`src/rtl/wdt_pkg.sv`:
```
// Shared constants and types for the sequence-armed watchdog.
// Assumes an 8-bit register write port.
package wdt_pkg;
    localparam int unsigned WDT_ADDR_W = 8;
    localparam int unsigned WDT_DATA_W = 8;
    localparam logic [7:0]  WDT_REG_ADDR = 8'hA6;
    localparam logic [7:0]  WDT_KEY_FIRST = 8'h1E;
    localparam logic [7:0]  WDT_KEY_SECOND = 8'hE1;

    typedef enum logic {
        KEY_WAIT    = 1'b0,
        KEY_PENDING = 1'b1
    } key_state_t;
endpackage

```
`src/rtl/wdt_unlock.sv`:
```
// Key-pair detector and arm flag.
// Watches writes to one register address and produces a service strobe
// when the second key directly follows the first. Assumes clr wins over
// any write arriving in the same cycle.
module wdt_unlock
    import wdt_pkg::*;
#(
    parameter int unsigned ADDR_W = WDT_ADDR_W,
    parameter int unsigned DATA_W = WDT_DATA_W,
    parameter logic [ADDR_W-1:0] REG_ADDR = WDT_REG_ADDR,
    parameter logic [DATA_W-1:0] KEY_A = WDT_KEY_FIRST,
    parameter logic [DATA_W-1:0] KEY_B = WDT_KEY_SECOND
) (
    input  logic              clk,
    input  logic              rst_n,
    input  logic              clr,
    input  logic              wr_en,
    input  logic [ADDR_W-1:0] wr_addr,
    input  logic [DATA_W-1:0] wr_data,
    output logic              service,
    output logic              armed
);
    key_state_t key_q;
    logic       hit;

    // Decode a write that targets the watchdog register.
    always_comb begin
        hit     = wr_en && (wr_addr == REG_ADDR);
        service = hit && (key_q == KEY_PENDING) && (wr_data == KEY_B);
    end

    // Track whether the first key byte is waiting for its partner.
    always_ff @(posedge clk) begin
        if (!rst_n || clr) begin
            key_q <= KEY_WAIT;
        end else if (hit) begin
            key_q <= (wr_data == KEY_A) ? KEY_PENDING : KEY_WAIT;
        end
    end

    // Arm on the first complete pair; only reset or expiry disarms.
    always_ff @(posedge clk) begin
        if (!rst_n || clr) begin
            armed <= 1'b0;
        end else if (service) begin
            armed <= 1'b1;
        end
    end
endmodule

```
`src/rtl/wdt_counter.sv`:
```
// Machine-cycle counter with low-power gating.
// Counts while armed and not paused. The pause sources are power-down,
// the post-wake hold and (optionally) idle. Flags expiry when the count
// sits at its all-ones value. Assumes a service clears the count even
// on the cycle it arms.
module wdt_counter #(
    parameter int unsigned CNT_W = 14
) (
    input  logic             clk,
    input  logic             rst_n,
    input  logic             armed,
    input  logic             service,
    input  logic             mc_tick,
    input  logic             idle_mode,
    input  logic             cfg_freeze_idle,
    input  logic             pd_mode,
    input  logic             wake_irq_n,
    output logic [CNT_W-1:0] count,
    output logic             fire
);
    localparam logic [CNT_W-1:0] CNT_MAX = {CNT_W{1'b1}};

    logic wake_hold_q;
    logic run;

    // Decide whether this machine cycle may advance the count.
    always_comb begin
        run  = !pd_mode && !wake_hold_q && !(idle_mode && cfg_freeze_idle);
        fire = armed && (count == CNT_MAX);
    end

    // Hold counting from power-down entry until the wake line is high.
    always_ff @(posedge clk) begin
        if (!rst_n) begin
            wake_hold_q <= 1'b0;
        end else if (pd_mode) begin
            wake_hold_q <= 1'b1;
        end else if (wake_irq_n) begin
            wake_hold_q <= 1'b0;
        end
    end

    // Advance, clear on service or expiry, stay at zero while disarmed.
    always_ff @(posedge clk) begin
        if (!rst_n || !armed || service || fire) begin
            count <= '0;
        end else if (run && mc_tick) begin
            count <= count + 1'b1;
        end
    end
endmodule

```
`src/rtl/wdt_pulse.sv`:
```
// Reset-pin pulse stretcher.
// Loads a period count on expiry, unless the pin is configured off.
// Counts it down on oscillator ticks and drives high while it is non-zero.
module wdt_pulse #(
    parameter int unsigned PULSE_LEN = 98
) (
    input  logic clk,
    input  logic rst_n,
    input  logic load,
    input  logic pin_off,
    input  logic osc_tick,
    output logic drive
);
    localparam int unsigned PW = $clog2(PULSE_LEN + 1);
    localparam logic [PW-1:0] LEN = PW'(PULSE_LEN);

    logic [PW-1:0] left_q;

    // Load on expiry, then count oscillator periods down to zero.
    always_ff @(posedge clk) begin
        if (!rst_n) begin
            left_q <= '0;
        end else if (load) begin
            left_q <= pin_off ? '0 : LEN;
        end else if (osc_tick && (left_q != '0)) begin
            left_q <= left_q - 1'b1;
        end
    end

    // The pin is driven while periods remain.
    always_comb drive = (left_q != '0);
endmodule

```
`src/rtl/wdt_seq_guard.sv`:
```
// Sequence-armed watchdog top level.
// Joins the key detector, the gated counter and the pin pulse stretcher,
// and registers the one-cycle device reset request. Assumes every input
// is synchronous to clk.
module wdt_seq_guard
    import wdt_pkg::*;
#(
    parameter int unsigned CNT_W = 14,
    parameter int unsigned PULSE_LEN = 98,
    parameter logic [7:0] REG_ADDR = WDT_REG_ADDR
) (
    input  logic       clk,
    input  logic       rst_n,
    input  logic       mc_tick,
    input  logic       osc_tick,
    input  logic       wr_en,
    input  logic [7:0] wr_addr,
    input  logic [7:0] wr_data,
    input  logic       idle_mode,
    input  logic       pd_mode,
    input  logic       wake_irq_n,
    input  logic       cfg_freeze_idle,
    input  logic       cfg_pin_off,
    output logic       wdt_reset,
    output logic       rst_pin_drive
);
    logic             service;
    logic             armed;
    logic             fire;
    logic [CNT_W-1:0] count;

    wdt_unlock #(
        .ADDR_W(8), .DATA_W(8), .REG_ADDR(REG_ADDR),
        .KEY_A(WDT_KEY_FIRST), .KEY_B(WDT_KEY_SECOND)
    ) u_unlock (
        .clk(clk), .rst_n(rst_n), .clr(fire),
        .wr_en(wr_en), .wr_addr(wr_addr), .wr_data(wr_data),
        .service(service), .armed(armed)
    );

    wdt_counter #(.CNT_W(CNT_W)) u_count (
        .clk(clk), .rst_n(rst_n), .armed(armed), .service(service),
        .mc_tick(mc_tick), .idle_mode(idle_mode),
        .cfg_freeze_idle(cfg_freeze_idle), .pd_mode(pd_mode),
        .wake_irq_n(wake_irq_n), .count(count), .fire(fire)
    );

    wdt_pulse #(.PULSE_LEN(PULSE_LEN)) u_pulse (
        .clk(clk), .rst_n(rst_n), .load(fire), .pin_off(cfg_pin_off),
        .osc_tick(osc_tick), .drive(rst_pin_drive)
    );

    // Register the one-cycle device reset request on expiry.
    always_ff @(posedge clk) begin
        if (!rst_n) begin
            wdt_reset <= 1'b0;
        end else begin
            wdt_reset <= fire;
        end
    end
endmodule

```
`config.mk`:
```
export PLATFORM = sky130hd
export DESIGN_NAME = wdt_seq_guard
export DESIGN_NICKNAME = d
export VERILOG_FILES = /design/src/rtl/wdt_pkg.sv /design/src/rtl/wdt_unlock.sv /design/src/rtl/wdt_counter.sv /design/src/rtl/wdt_pulse.sv /design/src/rtl/wdt_seq_guard.sv
export SDC_FILE = /design/constraint.sdc
export NUM_CORES = 1
export LEC_CHECK = 0
export CORE_MARGIN = 10
export CORE_UTILIZATION = 52
export CTS_BUF_LIST = sky130_fd_sc_hd__clkbuf_8
export CTS_CLUSTER_DIAMETER = 60
export DETAILED_ROUTE_END_ITERATION = 10
export PLACE_DENSITY_LB_ADDON = 0.05
export RECOVER_POWER = 25
export SETUP_SLACK_MARGIN = 0.05
export SYNTH_ARGS = -nofsm -noshare
export SYNTH_HDL_FRONTEND = slang
export SYNTH_SLANG_ARGS = --single-unit
```
`constraint.sdc`:
```
create_clock -name clk -period 2.3 [get_ports clk]
set_input_delay 0.345 -clock clk [delete_from_list [all_inputs] [get_ports clk]]
set_output_delay 0.345 -clock clk [all_outputs]
set_load 0.005 [all_outputs]
```
==> out/qor.yml, run 1 <==
outcome:
  status: "completed"
synthesis:
  synthesis.area_um2: 1338
  ys_ff_latch: 25
  synth_area_per_cell_um2: 9.224
  netlist.area_leader.share_pct: 37.42
  yosysWarningCount: 0
  synth_edf_count: 0
  ys_top_cells_by_count: "dfxtp_1, nor3_1, xor2_1"
  synth.net_count: 174
  ys_seq_area_share_pct: 37.42
  async_reset_ff_share_pct: 0
  synthCells: 145
  synthTopCellsByArea: "dfxtp_1, xor2_1, nand4_1, nor3_1, or4_1"
  yosys.area.top_type: "dfxtp_1"
  synth_ff_type: "dfxtp_1"
  synth.most_common_cell: "dfxtp_1"
  synth.distinct_cells: 43
cells_and_area:
  syn_to_final_growth_pct: 26.57
  n_antenna_cell: 0
  drive_gt1_share_pct: 9.091
  nNetsFinal: 206
  fin_area_um2: 1693
  fillers: 201
  multiInputGateArea_um2: 790.8
  fin_util_pct: 68.96
  ff_latch_area_um2: 500.5
timing:
  final.period_utilization_pct: 90.97
  setup_viol: 0
  finClkSkew_ns: 0.001932
  layout_min_cycle_time_ns: 2.092
  rsz0062_at_grt: "no"
  final_max_slew_viol_count: 0
  finalHoldViolCount: 0
  fmax_mhz: 478.0
  tightest_slew_ns: 0.4919
  finalSetupTns_ns: 0
  slew_headroom_pct: 67.17
route:
  wl_mm: 3.146
  met2_length_mm: 1.311
  wl_per_cell_um: 15.27
  firstDrtPassIters: 4
  viasPerCell: 5.913
  wl_met3_um: 224
  vias: 1218
  drt_iter0_drc: 65
  route.detailed.drc: 0
  top_layer: "met4"
  wirelength_met1_mm: 1.560
  drtAntennaViolNets: 0
clock_tree:
  cts_made_buffers: 3
  htreeDepth: 1
  clk_latency_ns: 0.27
  postCtsHoldBufs: 0
  cts-resized-gates: 0
  clkTransAtPathRegs_ns: 0.09
  post_cts_buffers: 0
  clock_path_buffers: 2
  cts_tree: "built"
  cts.sinks: 25
  root_buffer: "clkbuf_8"
power:
  peakVddDrop_mv: 0.8050
  powerDensity_nw_per_um2: 743.2
  p_leak_uw: 0.0005598
  power_uw: 1258
worst_setup_path:
  reg2reg_depth: 6
  r2r-start: "u_count.count[0]"
  regToRegSetupSlack_ns: 0.44
  slowest_stage: "clkdlybuf4s50_1"
  startpoint_type: "flip-flop"
  worst_setup_path_end_kind: "output port"
  crit_path_max_fanout: 5
  r2r_end: "u_count.count[6]"
  critPathKind: "reg -> out"
  slowest_delay_ns: 0.46
  critPathTopFamily: "buffers and inverters"
  arrival_ns: 1.75
  critPathRequiredTime_ns: 1.96
  crit_buf_inv: 2
  crit_chain: "inv_1, ha_1, nor2b_1, nand2_1, clkdlybuf4s50_1"
min_path:
  hold_path_class: "reg -> reg"
  worstHoldPathCells: 2
  min_to: "u_unlock.key_q"
  worstHoldStart: "u_unlock.key_q"
grt:
  grt_pass1_wl_mm: 5.347
  grt_usage_pct: 12.57
  grt_pass1_vias: 1188
  antenna_found_initial: 0
  grt_max_degree: 16
  overflow: 0
placement:
  gp_congestion: 0.8678
  port_buffers: 27
  place_area_um2: 1648
  hpwl_mm: 2.434
floorplanning:
  start_util_pct: 54.49
  dieArea_um2: 5001
  pin_count: 28
  fp.coreArea_um2: 2455
  die_w_um: 70.72
  die_h_um: 70.72
  rows: 18
run:
  maxCapViolCount: 0
-- routing by layer --
metal	vias to the layer above	track usage, %
met3	5	3.208
met4	0	5.161
met1	561	16.81
met2	43	18.60
met5	-	0
li1	609	-
-- power by group --
part	switching (µW)	internal (µW)	leakage (µW)	total [µW]
clock	142	120	0.0000269	262
sequential	58.3	482	0.000203	541
combinational	214	241	0.000330	455
-- sequential cells by signal (all words and copies together), names as in the netlist --
register	cells
u_pulse.left_q	7
u_count.wake_hold_q	1
u_unlock.armed	1
wdt_reset	1
u_count.count	14
u_unlock.key_q	1
-- worst max-delay path by stage --
stage                      startpoint                 to  cells after the start
finish              u_pulse.left_q[0]      rst_pin_drive                      5
global route        u_pulse.left_q[0]      rst_pin_drive                      5
CTS                 u_pulse.left_q[0]      rst_pin_drive                      5
detailed placement          idle_mode  u_count.count[11]                      5
global placement            idle_mode  u_count.count[11]                      5
floorplan            u_count.count[0]   u_count.count[0]                      7
-- final cells by class --
| cell class | instances | share of cell area [%] |
|---|---|---|
| multi-input combinational | 110 | 46.71 |
| clock buffer | 3 | 2.439 |
| tap | 30 | 2.217 |
| timing repair buffer | 30 | 17.29 |
| inverter | 7 | 1.552 |
| clock inverter | 1 | 0.2217 |
| sequential | 25 | 29.56 |
-- worst reg2reg max path: stages (launching register included) --
cell and delay [ns]:
dfxtp_1 0.37, ha_1 0.21, nand4_1 0.10, or4_1 0.64, o211ai_2 0.12, buf_4 0.23
nor3_1 0.08
-- stage by stage --
stage,worst slack [ns],hold slack [ns],std cells
finish,0.2078,0.4586,206
CTS,0.1913,0.4638,206
global placement,0.2361,0.4412,202
detailed placement,0.1995,0.4516,202
global route,0.09128,0.4882,206
floorplan,0.6254,0.4312,145
-- placed cells by master (no fill, tap or decap), types with 4 or more instances in the layout --
cell type	synthesis	routed
or4_1	6	6
a211oi_1	4	4
nor3_1	10	10
nor2_1	8	8
inv_1	7	8
nand3_1	5	5
dfxtp_1	25	25
xor2_1	9	9
clkdlybuf4s50_1	0	25
o31ai_1	4	4
nand2_1	6	6
nand4_1	8	8
a21oi_1	5	5
-- logic make-up (layout without fill, tap and decap cells) --
| kind of cell | after synthesis | count (layout) | share of synthesized area (%) |
|---|---|---|---|
| xor+xnor | 11 | 11 | 7.204 |
| mux | 1 | 1 | 0.7484 |
| compound gates | 29 | 29 | 17.03 |
| simple gates | 66 | 66 | 31.34 |
| flops | 25 | 25 | 37.42 |
| fa+ha+maj | 3 | 3 | 2.807 |
| buf+inv | 10 | 41 | 3.461 |
(Power assumes the default switching activity.)
==> run 2, diff against run 1 <==
--- a/config.mk
+++ b/config.mk
@@ -11,7 +11,7 @@
 export CTS_CLUSTER_DIAMETER = 60
 export DETAILED_ROUTE_END_ITERATION = 10
 export PLACE_DENSITY_LB_ADDON = 0.05
-export RECOVER_POWER = 25
+export RECOVER_POWER = 100
 export SETUP_SLACK_MARGIN = 0.05
 export SYNTH_ARGS = -nofsm -noshare
 export SYNTH_HDL_FRONTEND = slang
==> run 2 against run 1 <==
  * Die area did not move
  * Critical path depth did not move
  * Sequential power barely moved
  * Via count rose by 1.1%
==> out/qor.yml, run 2 (same netlist as run 1, synthesis figures left out) <==
clock_tree:
  clkTransAtPathRegs_ns: 0.08  # about the same
  cts.sinks: 25  # unchanged
  cts-resized-gates: 0  # unchanged
  postCtsHoldBufs: 0  # unchanged
  clk_latency_ns: 0.27  # about the same
  post_cts_buffers: 0  # unchanged
  root_buffer: "clkbuf_8"
  htreeDepth: 1  # unchanged
  clock_path_buffers: 2  # unchanged
  cts_tree: "built"
  cts_made_buffers: 3  # unchanged
worst_setup_path:
  critPathRequiredTime_ns: 1.96  # about the same
  worst_setup_path_end_kind: "output port"
  crit_path_max_fanout: 5  # unchanged
  startpoint_type: "flip-flop"
  arrival_ns: 1.75  # about the same
  critPathKind: "reg -> out"
route:
  firstDrtPassIters: 4  # unchanged
  route.detailed.drc: 0  # unchanged
  wl_per_cell_um: 15.33  # +0.41%
  viasPerCell: 5.976  # +1.1%
  drtAntennaViolNets: 0  # unchanged
  drt_iter0_drc: 67  # +3.1%
  wl_mm: 3.159  # +0.41%
  vias: 1231  # +1.1%
grt:
  grt_max_degree: 16  # unchanged
  overflow: 0  # unchanged
  grt_pass1_wl_mm: 5.347  # unchanged
  grt_usage_pct: 12.57  # unchanged
  antenna_found_initial: 0  # unchanged
  grt_pass1_vias: 1188  # unchanged
power:
  power_frac_clock_pct: 20.8  # about the same
  p_leak_uw: 0.0005562  # -0.66%
  power.share.combinational_pct: 36.2  # about the same
  p_switching_uw: 415.6  # +0.14%
  powerDensity_nw_per_um2: 748.6  # +0.72%
  intPower_uw: 842.3  # -0.10%
  peakVddDrop_mv: 0.8042  # about the same
  seqPwrFrac_pct: 43.0  # about the same
  switching_share_pct: 33.04  # +0.055 points
timing:
  setup_viol: 0  # unchanged
  layout_min_cycle_time_ns: 2.095  # +0.002557 ns
  final.period_utilization_pct: 91.08  # +0.11 points
  tightest_slew_ns: 0.4720  # -0.01989 ns
  final_max_slew_viol_count: 0  # unchanged
  fmax_mhz: 477.4  # -0.12%
  rsz0062_at_grt: "no"
  finalHoldViolCount: 0  # unchanged
  finalSetupTns_ns: 0  # unchanged
  postLayoutSetupSlackWorst_ns: 0.2052  # -0.002557 ns
  finClkSkew_ns: 0.002831  # +0.0008989 ns
  slew_headroom_pct: 68.24  # +1.1 points
floorplanning:
  dieArea_um2: 5001  # unchanged
  start_util_pct: 54.49  # unchanged
  pin_count: 28  # unchanged
  fp.coreArea_um2: 2455  # unchanged
  die_h_um: 70.72  # unchanged
  rows: 18  # unchanged
  die_w_um: 70.72  # unchanged
placement:
  pre_cts_slack_ns: 0.1995  # unchanged
  port_buffers: 27  # unchanged
  hpwl_mm: 2.434  # unchanged
  gp_congestion: 0.8678  # unchanged
  place_area_um2: 1648  # unchanged
cells_and_area:
  top_register: "u_count.count"
  syn_to_final_growth_pct: 25.63
  fin_area_um2: 1680  # -0.74%
  drive_gt1_share_pct: 7.955  # -1.1 points
  largest_reg_flops: 14  # unchanged
  reg_top3: "u_count.count (14), u_pulse.left_q (7)"
  mostFrequentLayoutCells: "clkdlybuf4s50_1, dfxtp_1, nor3_1, xor2_1"
  nNetsFinal: 206  # unchanged
  n_antenna_cell: 0  # unchanged
min_path:
  hold_path_class: "reg -> reg"
run:
  maxCapViolCount: 0  # unchanged
outcome:
  status: "completed"
-- run 2: cell types whose count changed in the layout (fill, tap and decap cells not counted), sizes merged --
cell | previous run | this run
buf | 3 | 2
clkbuf | 3 | 4
-- run 2: area by class of cell --
cell class              count  area, µm²
repair buffers             30      290.3
flip-flops and latches     25      500.5
clock buffers               3      41.29
clock inverters             1      3.754
well taps                  30      37.54
inverters                   7      26.28
fillers                   202      774.5
multi-input cells         110      780.7
-- run 2: critical path, stage by stage (launching register included) --
cell and delay, ns:
dfxtp_1 0.35, inv_1 0.09, ha_1 0.19, nor2b_1 0.31, nand2_1 0.08, clkdlybuf4s50_1 0.46
-- run 2: worst paths after layout --
check / startpoint / cells after the start / to / slack (ns)
max: u_pulse.left_q[0] / 5 / rst_pin_drive / 0.21
min: u_unlock.key_q / 2 / u_unlock.key_q / 0.46
max reg2reg: u_count.count[0] / 6 / u_count.count[6] / 0.29
min reg2reg: u_unlock.key_q / 2 / u_unlock.key_q / 0.46
-- run 2: stage by stage --
step	power (µW)	hold WS (ns)	utilization (%)	instances
2_1_floorplan	841.6	0.4312	-	145
3_3_place_gp	981.5	0.4412	67.13	202
3_5_place_dp	1006	0.4516	67.13	202
4_1_cts	1268	0.4638	68.96	206
5_1_grt	1345	0.4882	68.45	206
6_report	1258	0.4594	68.45	206
-- run 2: layer usage --
metal	GRT usage, %	up-vias	share of wire (%)
met2	18.60	45	42
met4	5.161	0	1.6
li1	-	610	-
met1	16.81	571	50
met5	0	-	0
met3	3.208	5	6.8
-- run 2: power groups by stage --
| stage | Combinational [µW] | Sequential [µW] | Clock [µW] |
|---|---|---|---|
| 6_report | 456 | 541 | 261 |
| 3_5_place_dp | 460 | 547 | 0 |
| 2_1_floorplan | 308 | 534 | 0 |
| 4_1_cts | 460 | 538 | 269 |
| 5_1_grt | 511 | 549 | 285 |
| 3_3_place_gp | 436 | 545 | 0 |
==> run 3, diff against run 2 <==
--- a/config.mk
+++ b/config.mk
@@ -5,6 +5,7 @@
 export SDC_FILE = /design/constraint.sdc
 export NUM_CORES = 1
 export LEC_CHECK = 0
+export CORE_ASPECT_RATIO = 1.4
 export CORE_MARGIN = 10
 export CORE_UTILIZATION = 52
 export CTS_BUF_LIST = sky130_fd_sc_hd__clkbuf_8
==> run 3 against run 2 <==
  * Critical path depth stayed put
  * Clock power about the same
  * Clock skew rose by 0.0064 ns
  * Register-to-register slack about the same
  * Critical endpoint unchanged
==> out/qor.yml, run 3 (same netlist as run 1, synthesis figures left out) <==
outcome:
  status: "completed"
timing:
  fmax_mhz: 484.5  # +1.5%
  setup_viol: 0  # unchanged
  final_max_slew_viol_count: 0  # unchanged
  final.period_utilization_pct: 89.74  # -1.3 points
  tightest_slew_ns: 0.4838  # +0.01173 ns
  finClkSkew_ns: 0.009206  # +0.006375 ns
  rsz0062_at_grt: "no"
  finalSetupTns_ns: 0  # unchanged
  layout_min_cycle_time_ns: 2.064  # -0.03068 ns
  slew_headroom_pct: 67.45  # -0.79 points
  finalHoldViolCount: 0  # unchanged
cells_and_area:
  top_register: "u_count.count"
  mostFrequentLayoutCells: "clkdlybuf4s50_1, dfxtp_1, nor3_1, xor2_1"
  nNetsFinal: 206  # unchanged
  fillers: 212  # +5.0%
  largest_reg_flops: 14  # unchanged
  n_antenna_cell: 0  # unchanged
  syn_to_final_growth_pct: 26.29
  fin_util_pct: 69.88  # +1.4 points
  reg_top3: "u_count.count (14), u_pulse.left_q (7)"
  drive_gt1_share_pct: 9.091  # +1.1 points
  fin_area_um2: 1689  # +0.52%
worst_setup_path:
  critPathKind: "reg -> out"
  crit_chain: "inv_1, ha_1, nor2b_2, nand2_1, clkdlybuf4s50_1"
  startpoint_type: "flip-flop"
  crit_path_max_fanout: 5  # unchanged
  arrival_ns: 1.72  # -0.03 ns
  slowest_delay_ns: 0.50  # +0.04 ns
  slowest_stage: "clkdlybuf4s50_1"
  critPathRequiredTime_ns: 1.96  # about the same
  worst_setup_path_end_kind: "output port"
run:
  maxCapViolCount: 0  # unchanged
grt:
  grt_usage_pct: 13.20  # +0.62 points
  antenna_found_initial: 0  # unchanged
  grt_max_degree: 16  # unchanged
  grt_pass1_vias: 1242  # +4.5%
  grt_pass1_wl_mm: 5.526  # +3.3%
  overflow: 0  # unchanged
floorplanning:
  die_w_um: 62.87  # -11%
  rows: 21  # +3
  die_h_um: 80.01  # +13%
  dieArea_um2: 5030  # +0.58%
  pin_count: 28  # unchanged
  fp.coreArea_um2: 2417  # -1.5%
  start_util_pct: 55.33  # +0.85 points
power:
  power.share.combinational_pct: 36.3  # about the same
  p_switching_uw: 414.7  # -0.23%
  seqPwrFrac_pct: 42.9  # about the same
  intPower_uw: 847.5  # +0.62%
  peakVddDrop_mv: 0.7506  # -6.7%
  power_frac_clock_pct: 20.9  # about the same
  switching_share_pct: 32.85  # -0.19 points
  powerDensity_nw_per_um2: 747.2  # -0.18%
  p_leak_uw: 0.0005562  # about the same
clock_tree:
  cts-resized-gates: 0  # unchanged
  clkTransAtPathRegs_ns: 0.09  # about the same
  clock_path_buffers: 2  # unchanged
  cts.sinks: 25  # unchanged
  cts_made_buffers: 3  # unchanged
  clk_latency_ns: 0.27  # about the same
  root_buffer: "clkbuf_8"
  htreeDepth: 1  # unchanged
  cts_tree: "built"
  post_cts_buffers: 0  # unchanged
  postCtsHoldBufs: 0  # unchanged
placement:
  gp_congestion: 0.8435  # -2.8%
  place_area_um2: 1653  # +0.30%
  hpwl_mm: 2.579  # +5.9%
  port_buffers: 27  # unchanged
route:
  viasPerCell: 5.724  # -4.2%
  route.detailed.drc: 0  # unchanged
  firstDrtPassIters: 2  # -2
  wl_mm: 3.147  # -0.38%
  drt_iter0_drc: 46  # -31%
  wl_per_cell_um: 14.99  # -2.3%
  drtAntennaViolNets: 0  # unchanged
  vias: 1202  # -2.4%
min_path:
  hold_path_class: "reg -> reg"
-- run 3: cell count changes in the layout (fill, tap and decap cells not counted), sizes merged --
| cell | previous run | this run |
|---|---|---|
| clkinv | 0 | 1 |
| inv | 8 | 7 |
-- run 3: final timing paths --
path	from	end	slack (ns)	cells after the start
max reg2reg	u_count.count[0]	u_count.count[7]	0.29	6
min reg2reg	u_unlock.key_q	u_unlock.key_q	0.48	2
min	u_unlock.key_q	u_unlock.key_q	0.48	2
max	u_pulse.left_q[0]	rst_pin_drive	0.24	5
-- run 3: power by group through the flow --
stage          Sequential, µW  Clock (µW)  Combinational [µW]
3_5_place_dp              548           0                 459
4_1_cts                   540         265                 462
2_1_floorplan             534           0                 308
3_3_place_gp              547           0                 445
5_1_grt                   548         282                 512
6_report                  541         264                 458
-- run 3: area by class of cell --
cell class | count | area, µm² | area share [%]
Clock buffer | 3 | 41.29 | 2.444
Clock inverter | 1 | 5.005 | 0.2963
Inverter | 7 | 26.28 | 1.556
Multi-Input combinational cell | 110 | 783.3 | 46.37
Sequential cell | 25 | 500.5 | 29.63
Tap cell | 34 | 42.54 | 2.519
Timing Repair Buffer | 30 | 290.3 | 17.19
-- run 3: per-stage QoR --
step | power, µW | setup WS [ns] | std cells | hold slack, ns
global route | 1342 | 0.1383 | 210 | 0.5087
finish | 1262 | 0.2359 | 210 | 0.4752
global placement | 992.2 | 0.3249 | 206 | 0.4454
detailed placement | 1007 | 0.2354 | 206 | 0.4528
floorplan | 841.6 | 0.6254 | 145 | 0.4312
CTS | 1266 | 0.1889 | 210 | 0.4716
-- run 3: per-layer routing --
layer / vias to the layer above / wire [µm] / GRT usage [%]
met4: 0 / 81 / 7.848
met1: 566 / 1184 / 12.40
li1: 617 / - / -
met2: 11 / 1814 / 25.76
met5: - / 0 / 0
met3: 8 / 67 / 2.388
-- run 3: critical path: cells and delay by family (launching register included) --
kind | cells | cell delay (ns)
DFF | 1 | 0.40
adders and majority gates | 1 | 0.22
and+or+nand+nor | 2 | 0.24
buffers and inverters | 2 | 0.59
